## src/rtl/ccarray.sv

```systemverilog
module ccarray #(
  parameter int NCH = 16,
  parameter int W   = 16,
  parameter int PSW = 16
) (
  input  logic           clk,
  input  logic           rst_n,
  input  logic           wr_en,
  input  logic [5:0]     wr_addr,
  input  logic [W-1:0]   wr_data,
  input  logic [5:0]     rd_addr,
  output logic [W-1:0]   rd_data,
  input  logic           ext_ovf,
  input  logic           ext_cnt,
  input  logic [NCH-1:0] cc_in,
  output logic [NCH-1:0] cc_out,
  output logic [NCH-1:0] cc_oe,
  output logic [NCH-1:0] cc_irq,
  output logic [1:0]     tmr_irq
);
  localparam int CW = $clog2(NCH);
  localparam int HALF = NCH / 2;
  localparam logic [5:0] CFG_BASE = 6'h10;
  localparam logic [5:0] TMR_BASE = 6'h20;
  localparam logic [W-1:0] TOP = '1;

  logic [W-1:0]   cnt [2];
  logic [W-1:0]   rel [2];
  logic [6:0]     tctl [2];
  logic [PSW-1:0] pre [2];
  logic [1:0]     tick, tnew, ovf, cwr;
  logic [2:0]     xs;
  logic           xrise;

  logic [W-1:0]   ccv [NCH];
  logic [5:0]     cfg [NCH];
  logic [2:0]     md [NCH];
  logic [NCH-1:0] sel, s1, s2, s3, done, spent;
  logic [NCH-1:0] match, ev, cap, ptog, vwr, fwr;

  assign xrise   = xs[1] & ~xs[2];
  assign tmr_irq = ovf;

  always_comb begin
    for (int t = 0; t < 2; t++) begin
      cwr[t]  = wr_en && wr_addr == TMR_BASE + 6'(4 * t);
      tick[t] = tctl[t][0] && (
                  (tctl[t][2:1] == 2'd0 &&
                   (pre[t] & ((PSW'(1) << tctl[t][6:3]) - PSW'(1))) == '0) ||
                  (tctl[t][2:1] == 2'd1 && ext_ovf) ||
                  (tctl[t][2:1] == 2'd2 && t == 0 && xrise));
    end
  end

  always_ff @(posedge clk or negedge rst_n) begin
    if (!rst_n) begin
      xs <= '0;
      tnew <= '0;
      ovf <= '0;
      for (int t = 0; t < 2; t++) begin
        cnt[t] <= '0;
        rel[t] <= '0;
        tctl[t] <= '0;
        pre[t] <= '0;
      end
    end else begin
      xs <= {xs[1:0], ext_cnt};
      for (int t = 0; t < 2; t++) begin
        pre[t] <= (wr_en && wr_addr == TMR_BASE + 6'(4 * t + 2)) ? '0 : pre[t] + PSW'(1);
        if (wr_en && wr_addr == TMR_BASE + 6'(4 * t + 1)) rel[t] <= wr_data;
        if (wr_en && wr_addr == TMR_BASE + 6'(4 * t + 2)) tctl[t] <= wr_data[6:0];
        tnew[t] <= tick[t] && !cwr[t];
        ovf[t]  <= tick[t] && !cwr[t] && cnt[t] == TOP;
        if (cwr[t]) cnt[t] <= wr_data;
        else if (tick[t]) cnt[t] <= (cnt[t] == TOP) ? rel[t] : cnt[t] + W'(1);
      end
    end
  end

  always_comb begin
    for (int i = 0; i < NCH; i++) begin
      md[i]    = cfg[i][3:1];
      sel[i]   = cfg[i][0];
      vwr[i]   = wr_en && wr_addr == 6'(i);
      fwr[i]   = wr_en && wr_addr == CFG_BASE + 6'(i);
      match[i] = md[i][2] && tnew[sel[i]] && cnt[sel[i]] == ccv[i];
      ev[i]    = match[i] && !spent[i] && !(md[i][1] && done[i] && !ovf[sel[i]]);
      cap[i]   = (md[i] == 3'd1 && s2[i] && !s3[i]) ||
                 (md[i] == 3'd2 && !s2[i] && s3[i]) ||
                 (md[i] == 3'd3 && (s2[i] ^ s3[i]));
      cc_oe[i] = md[i] == 3'd5 || md[i] == 3'd7;
    end
    for (int i = 0; i < NCH; i++)
      ptog[i] = (i < HALF) && cfg[i][5] && md[i] == 3'd5 && ev[(i + HALF) % NCH];
  end

  always_ff @(posedge clk or negedge rst_n) begin
    if (!rst_n) begin
      s1 <= '0; s2 <= '0; s3 <= '0;
      done <= '0; spent <= '0;
      cc_out <= '0; cc_irq <= '0;
      for (int i = 0; i < NCH; i++) begin
        ccv[i] <= '0;
        cfg[i] <= '0;
      end
    end else begin
      s1 <= cc_in; s2 <= s1; s3 <= s2;
      for (int i = 0; i < NCH; i++) begin
        if (vwr[i]) ccv[i] <= wr_data;
        else if (cap[i]) ccv[i] <= cnt[sel[i]];
        cc_irq[i] <= cap[i] | ev[i];
        if (fwr[i]) begin
          cfg[i] <= wr_data[5:0];
          done[i] <= 1'b0;
          spent[i] <= 1'b0;
        end else if (ev[i]) begin
          done[i] <= 1'b1;
          if (cfg[i][4]) spent[i] <= 1'b1;
        end else if (ovf[sel[i]]) begin
          done[i] <= 1'b0;
        end
        if (md[i] == 3'd5) cc_out[i] <= cc_out[i] ^ (ev[i] ^ ptog[i]);
        else if (md[i] == 3'd7) begin
          if (ev[i]) cc_out[i] <= 1'b1;
          else if (ovf[sel[i]]) cc_out[i] <= 1'b0;
        end
      end
    end
  end

  always_comb begin
    rd_data = '0;
    if (rd_addr[5:4] == 2'b00 && 32'(rd_addr[3:0]) < NCH)
      rd_data = ccv[rd_addr[CW-1:0]];
    else if (rd_addr[5:4] == 2'b01 && 32'(rd_addr[3:0]) < NCH)
      rd_data = W'({spent[rd_addr[CW-1:0]], cfg[rd_addr[CW-1:0]]});
    for (int t = 0; t < 2; t++) begin
      if (rd_addr == TMR_BASE + 6'(4 * t))     rd_data = cnt[t];
      if (rd_addr == TMR_BASE + 6'(4 * t + 1)) rd_data = rel[t];
      if (rd_addr == TMR_BASE + 6'(4 * t + 2)) rd_data = W'(tctl[t]);
    end
  end

  for (genvar t = 0; t < 2; t++) begin : g_tchk
    p_wrap_r2: assert property (@(posedge clk) disable iff (!rst_n)
      tick[t] && !cwr[t] && cnt[t] == TOP |=> tmr_irq[t] && cnt[t] == $past(rel[t]));
  end

  for (genvar i = 0; i < NCH; i++) begin : g_cchk
    p_capture_r4: assert property (@(posedge clk) disable iff (!rst_n)
      cap[i] && !vwr[i] |=> ccv[i] == $past(cnt[sel[i]]));
    p_irq_every_r5: assert property (@(posedge clk) disable iff (!rst_n)
      md[i] == 3'd4 && match[i] && !spent[i] |=> cc_irq[i]);
    p_toggle_r6: assert property (@(posedge clk) disable iff (!rst_n)
      md[i] == 3'd5 && ev[i] && !ptog[i] |=> cc_out[i] != $past(cc_out[i]));
    p_once_r7: assert property (@(posedge clk) disable iff (!rst_n)
      md[i] == 3'd6 && done[i] && !ovf[sel[i]] |=> !cc_irq[i]);
    p_clear_r8: assert property (@(posedge clk) disable iff (!rst_n)
      md[i] == 3'd7 && ovf[sel[i]] && !ev[i] |=> !cc_out[i]);
    p_pair_r9: assert property (@(posedge clk) disable iff (!rst_n)
      ptog[i] && !ev[i] |=> cc_out[i] != $past(cc_out[i]));
    p_single_r10: assert property (@(posedge clk) disable iff (!rst_n)
      spent[i] && !fwr[i] && md[i] == 3'd5 && !ptog[i] |=> $stable(cc_out[i]));
  end
endmodule

```

## config.mk

```make
export PLATFORM = sky130hd
export DESIGN_NAME = ccarray
export DESIGN_NICKNAME = d
export VERILOG_FILES = /design/src/rtl/ccarray.sv
export SDC_FILE = /design/constraint.sdc
export NUM_CORES = 2
export LEC_CHECK = 0
export ABC_AREA = 1
export BUFFER_PORTS_ARGS = -buffer_cell sky130_fd_sc_hd__buf_2
export CORE_ASPECT_RATIO = 2
export CORE_MARGIN = 1.5
export CORE_UTILIZATION = 64
export DETAILED_ROUTE_END_ITERATION = 7
export PLACE_DENSITY = 0.82
export SETUP_SLACK_MARGIN = 0.5
export SYNTH_ARGS = -nofsm -noshare
export SYNTH_HDL_FRONTEND = slang
export SYNTH_SLANG_ARGS = --single-unit
```

## constraint.sdc

```tcl
create_clock -name clk -period 3.2 [get_ports clk]
set_input_delay 0.16 -clock clk [delete_from_list [all_inputs] [get_ports clk]]
set_output_delay 0.16 -clock clk [all_outputs]
set_load 0.05 [all_outputs]
```

==> results, run 1 <==
- The first global-routing pass estimated 364 mm of wire.
- The sequential element share of the synthesized area is a little under two fifths.
- The count of buffers inserted at the top-level ports is between 100 and 150.
- After synthesis, the largest family of logic cells by area is simple AND/OR/NAND/NOR gates.
- The flow did not finish.
- The terminating stage of the flow is 5_1_grt.
- A synthesized cell averages ~6.5 µm².
- The cell area after synthesis is around 0.038 mm².
- The number of levels in the clock H-tree is 2.
- Counting every net in the synthesized netlist gives approximately 5.9k.
- The dominant cell type by area after synthesis is sky130_fd_sc_hd__dfrtp_1.
- In this run the biggest area consumer among cell types represents between 30% and 40% of the synthesized area.
- Of all flip-flops after synthesis, the portion carrying an async set or reset was between 90% and 100%.
- The number of flip-flops and latches in the synthesized netlist is roughly 580.
- Across every metal layer, demand over resource in global routing totals roughly 80%.
- The number of I/O pins is approximately 120.
- The pre-CTS setup slack is ~0.43 ns.
- The share of the synthesized netlist area taken by xor and xnor gates is 1.89%.
- Entering global routing, the biggest net connects 103 pins.
- The netlist uses between 50 and 60 different library cells.
- The number of enable flip-flop cells after synthesis is 0.
- The portion of synthesized area spent on multiplexers is less than 1%.
- Among all flip-flop cells after synthesis, the most frequent one is sky130_fd_sc_hd__dfrtp_1.
- From bottom edge to top edge, the die measures about 350 µm.
- The remaining global-route overflow is ~380.
- The number of global-route vias before repair is 49.4k.
- No sink is reached through more buffers than the 3 on the longest clock path.
- The share of the synthesized area in compound gates (AO/OA/AOI/OAI) is between 10% and 20%.
- The simple logic cell fraction of the synthesized area is a little under a third.
- The adder and majority cell fraction of the synthesized area is less than 1%.
- Yosys printed 0 warnings.
- The width of the chip is 176 µm.
- The root cell of the clock tree is sky130_fd_sc_hd__clkbuf_16.
- For this design, the sink count on the clock tree is around 580.
- The total number of placement rows is around 130.
- The initial cell density of the core is 64.9%.
- The HPWL reported at the end of detailed placement is 149 mm.
- At the end of routability-driven placement, the weighted congestion stood at around 1.2.
- The tool reported: "[ERROR GRT-0116] Global routing finished with congestion. Check the congestion regions in the DRC Viewer".
- The count of mapped cells out of synthesis is 5,876.
- Counting the buffers created by CTS gives 53.
- After synthesis, the cell types taking the most area are sky130_fd_sc_hd__dfrtp_1 (38%), sky130_fd_sc_hd__nand2_1 (20%), sky130_fd_sc_hd__o21ai_0 (12%), sky130_fd_sc_hd__inv_1 (4.9%), sky130_fd_sc_hd__nor2_1 (4.0%).
==> timing repair <==
item                                    4_1_cts
setup buffers                                 4
gates resized for setup                      49
pin swaps                                    24
hold buffers                                 20
endpoints found under the setup margin       17
hold endpoints to repair                     85
==> metal layers <==
| metal | global-route usage, % | GRT overflow |
|---|---|---|
| met4 | 81.3 | 161 |
| met3 | 65.6 | 8 |
| met5 | 32.5 | 1 |
| met2 | 95.6 | 202 |
| met1 | 79.9 | 3 |
==> kinds of logic after synthesis <==
family | count (synthesis)
XOR/XNOR | 83
flip-flops | 579
AO/OA/AOI/OAI | 1372
buffers and inverters | 882
multiplexers | 2
adder cells (fa/ha/maj) | 6
AND/OR/NAND/NOR | 2952
==> metrics by stage <==
step / cell area [µm²] / utilization [%] / instances
detailed placement: 40800 / 69.0 / 6699
CTS: 42900 / 72.6 / 6820
global placement: 40800 / 69.0 / 6699
floorplan: 38400 / - / 5876
==> synthesized netlist by cell type, drive strengths merged, types with 2 or more instances <==
library cell  number
a221oi             3
nor2             425
nand3            280
and2               6
a211oi             8
o221ai            39
a21boi             4
nand3b            37
o21a               7
o22ai             14
inv              519
nand2           2049
a22o               3
xor2              71
nor4               3
or2                9
buf              158
a22oi             34
mux2i              2
o211ai            62
o21ai            946
ha                 6
clkbuf           196
clkinv             9
o31ai              3
a21oi            239
xnor2             12
nand4             69
a31oi              6
dfrtp            579
and3               2
nor3              71
==> inputs of run 2 (changes only) <==
--- a/config.mk
+++ b/config.mk
@@ -7,12 +7,10 @@
 export LEC_CHECK = 0
 export ABC_AREA = 1
 export BUFFER_PORTS_ARGS = -buffer_cell sky130_fd_sc_hd__buf_2
-export CORE_ASPECT_RATIO = 2
 export CORE_MARGIN = 1.5
-export CORE_UTILIZATION = 64
+export CORE_UTILIZATION = 40
 export DETAILED_ROUTE_END_ITERATION = 7
-export PLACE_DENSITY = 0.82
-export SETUP_SLACK_MARGIN = 0.5
+export PLACE_DENSITY_LB_ADDON = 0.15
 export SYNTH_ARGS = -nofsm -noshare
 export SYNTH_HDL_FRONTEND = slang
 export SYNTH_SLANG_ARGS = --single-unit
==> run 2 against run 1 <==
  * The flow now finishes, with violations (setup timing)
  * Synthesized area unchanged
  * Synthesized cell count stayed put
==> results, run 2 <==
- The flow ran to the end, but the final reports show violations.
- The checks that failed: setup timing.
- The endpoint identified for the worst register-to-register timing path is cc_out[7].
- The number of pins exceeding their max-slew limit in the final report is 0.
- The depth of the worst register-to-register path is 14.
- The number of enable flip-flop cells after synthesis was 0 (unchanged).
- The met2 track demand over resource is a little over half.
- The peak per-stage delay on the critical path is 0.65 ns.
- The final weighted congestion in routability-driven placement was 1.10 (-8.1%).
- For flop-to-flop paths, the worst setup slack is 0 ns.
- The die outline area is between 0.09 and 0.1 mm².
- At the worst endpoint, the arrival time is 3.12 ns.
- The total number of placement rows is 113 (-10%).
- The first routing iteration left ~7.1k violations.
- The vertical extent of the die was 313 µm (-10%).
- The maximum buffer depth of the clock tree is 3 (unchanged).
- The detailed-route wire length per cell is ~28 µm.
- After detailed routing, the number of remaining DRC violations is 0.
- The initial cell density of the core is 40.4% (-25 points).
- In the global route stage, met1 resource usage came out at 56.5%.
- Once detail routing completed, the nets flagged for antenna violations numbered 0.
- By area the synthesized netlist is led by sky130_fd_sc_hd__dfrtp_1 (38%), sky130_fd_sc_hd__nand2_1 (20%), sky130_fd_sc_hd__o21ai_0 (12%), sky130_fd_sc_hd__inv_1 (4.9%), sky130_fd_sc_hd__nor2_1 (4.0%).
- The most common library cell in the layout ignoring fill and taps is sky130_fd_sc_hd__nand2_1.
- After global routing, the most crowded layer is met1.
- The final cycle utilization of the critical path is 102%.
- The remaining global-route overflow is 0.
- The number of flip-flops and latches in the synthesized netlist was 579 (unchanged).
- The share of the synthesized area in the top cell type is 37.8% (unchanged).
- The placement-stage cell area was 0.0415 mm² (+1.8%).
- The yosys synthesis warning count was 0 (unchanged).
- The number of setup violations in the final report is 1.
- The worst path required time is slightly above 3 ns.
- The worst-case headroom to the max-slew limit is around 7.5%.
- The post-CTS setup-driven buffer insertion count is 0 (-4).
- The root buffer cell chosen for the clock tree is sky130_fd_sc_hd__clkbuf_16.
- In the final design database the tool counted about 6.1k nets.
- The overall routed net length is roughly 200 mm.
- The number of vias per cell after detailed routing is about 5.9.
- The type of the worst setup path is flip-flop to primary output.
- The cell with the largest stage delay on the worst path is sky130_fd_sc_hd__dfrtp_1.
- The final-layout setup total negative slack is -0.0797 ns.
- The count of buffers inserted at the top-level ports was 114 (unchanged).
- In the final layout, the share of cells above drive strength 1 is under 10%.
- The number of I/O pins is 115 (unchanged).
- The placed cell count was 7,174 (+7.1%).
- Among all flip-flop cells after synthesis, the most frequent one is sky130_fd_sc_hd__dfrtp_1.
- The first global-routing pass estimated about 280 mm of wire.
- From synthesis to final layout, the design area changed by 15.2%.
- The net count of the mapped netlist is 5,931 (unchanged).
- The total of max-cap violations is 0.
- The number of flip-flops in the largest register is between 200 and 300.
- The global-route met3 utilization is 12.7%.
- The total core area is between 0.09 and 0.1 mm².
- Across all setup checks in the final design, the least slack found is -0.0797 ns.
- The initial antenna violation count was 14.
- The average instance area after synthesis is 6.53 µm² (unchanged).
- The number of levels in the clock H-tree was 3 (+1).
- The pre-antenna-repair detailed-routing pass consisted of 7 iterations.
- The number of global-route vias before repair came to between 30k and 40k.
- The count of vias placed by the detailed router is approximately 43k.
- STA classifies the critical path startpoint as a flip-flop.
- The power density normalized to cell area is 747 mW/mm².
- The worst setup path is captured at a primary output.
- Hold is met by approximately 0.066 ns.
- More flip-flops sit in one register than any other, and that register is ccv.
- Clock latency on the worst-skew pair, taken at its later pin, is 0.67 ns.
- At the pin with the least slew margin, the transition time is 1.39 ns.
- The HPWL reported at the end of detailed placement is 146 mm (-1.8%).
- Ranked by instance count, the synthesized netlist is headed by sky130_fd_sc_hd__nand2_1 (2,039), sky130_fd_sc_hd__o21ai_0 (917), sky130_fd_sc_hd__dfrtp_1 (579).
- The library cells used most frequently in the layout, excluding fill and tap cells, are sky130_fd_sc_hd__nand2_1 (2,038), sky130_fd_sc_hd__o21ai_0 (915), sky130_fd_sc_hd__dfrtp_1 (577).
- Walking the worst path, the cells encountered are inv_1 -> buf_4 -> nor3_1 -> a21oi_1 -> nand4_1 -> buf_12.
- The sequential element share of the synthesized area is 37.8% (unchanged).
- The synthesized design spends more area on one cell type than any other, namely sky130_fd_sc_hd__dfrtp_1.
- The count of mapped cells out of synthesis is 5,876 (unchanged).
- The CTS sink count is 579 (unchanged).
- The width of the chip is 313 µm (+78%).
- The final worst clock skew is about 0.022 ns.
- The leakage power figure is 21.4 nW.
- The largest fanout of any net on the critical path is 10.
- The total count of hold-check failures in the final report was 0.
- The CTS buffer count is 74 (+40%).
- Entering global routing, the biggest net connects 80 pins.
- The worst register-to-register path begins at cnt[29].
- The most frequent cell after synthesis is sky130_fd_sc_hd__nand2_1.
- The async set or reset register ratio after synthesis is 100% (unchanged).
- The minimum period implied by the final worst setup slack is 3.28 ns.
- The worst hold path class is input port to asynchronous set/reset pin.
- In the final layout, the registers with the most flip-flops are ccv x256, cfg x96.
- The area of all placed cells without fillers is ~0.044 mm².
- The number of standard cells in the layout, taps in and fillers out is 7,342.
- The worst vdd rail ir drop is between 400 and 500 µV.
- Setup repair after global routing left no endpoint under its margin.
- TritonCTS built the clock tree.
- The cell area after synthesis is 0.0384 mm² (unchanged).
- Static timing analysis puts the maximum clock frequency at between 0.3 and 0.4 GHz.
- Across every metal layer, demand over resource in global routing totals approximately two fifths.
- The count of cell types in the netlist is 54 (unchanged).
- Clock-pin slew was measured on the worst setup and hold paths at around 0.05 ns.
-- run 2: final cells by class --
type	instances	area, µm²
Fill cell	10000	50800
Multi-Input combinational cell	4415	20300
Sequential cell	579	14500
Timing Repair Buffer	407	3360
Clock buffer	101	2120
Inverter	528	1980
Tap cell	1265	1580
Clock inverter	33	332
Antenna cell	14	35.0
-- run 2: worst max-delay path, delay by kind of cell (launching register included) --
family / cells / cell delay (ns)
buffers and inverters: 3 / 1.22
flip-flops: 1 / 0.65
AND/OR/NAND/NOR: 2 / 0.43
AO/OA/AOI/OAI: 1 / 0.14
-- run 2: layer usage --
metal  share of wire, %  vias to the layer above
li1                   -                    19400
met1                 41                    20400
met2                 39                     2880
met3                 14                      532
met4                6.3                       11
met5              0.046                        -
-- run 2: logic make-up (layout without fill, tap and decap cells) --
logic type / after synthesis / count (layout) / synth area share (%)
other cells: 0 / 14 / 0
fa+ha+maj: 6 / 6 / 0.196
flops: 579 / 579 / 37.8
xor+xnor: 83 / 83 / 1.89
buf+inv: 882 / 1069 / 9.35
mux: 2 / 2 / 0.0522
simple gates: 2952 / 2952 / 31.4
compound gates: 1372 / 1372 / 19.3
-- run 2: worst max path at each step --
stage                        start     endpoint  slack [ns]  cells past startpoint
final                      cnt[29]  rd_data[13]       -0.08                      6
after global routing       ccv[19]   rd_data[3]       0.007                     11
after CTS                  ccv[19]   rd_data[3]        0.02                     11
after detailed placement   cnt[29]   cc_out[15]        0.21                     10
after global placement     cnt[29]   cc_out[15]        0.21                     10
after floorplan           tctl[13]      cnt[21]         1.0                     17
-- run 2: repair_timing --
item / CTS / global route
endpoints found under the hold margin: 72 / 0
pin swaps: 0 / 1
setup endpoints to repair: 3 / 2
resized for setup: 5 / 2
hold buffers: 20 / 0
-- run 2: metrics by stage --
step | total power (W) | setup WS [ns] | util [%]
after CTS | 0.0324 | 0.0187 | 46.5
after floorplan | 0.0181 | 0.996 | -
final | 0.0330 | -0.0797 | 46.5
after detailed placement | 0.0236 | 0.207 | 43.7
after global routing | 0.0345 | 0.00667 | 46.5
after global placement | 0.0235 | 0.212 | 43.7
-- run 2: report_power, final --
| part | total (W) | internal (W) | switching [W] |
|---|---|---|---|
| Clock | 0.00878 | 0.00507 | 0.00372 |
| Combinational | 0.0134 | 0.00412 | 0.00930 |
| Sequential | 0.0108 | 0.00891 | 0.00194 |
| Total | 0.0330 | 0.0181 | 0.0149 |
Power figures use the tool's default switching activity.
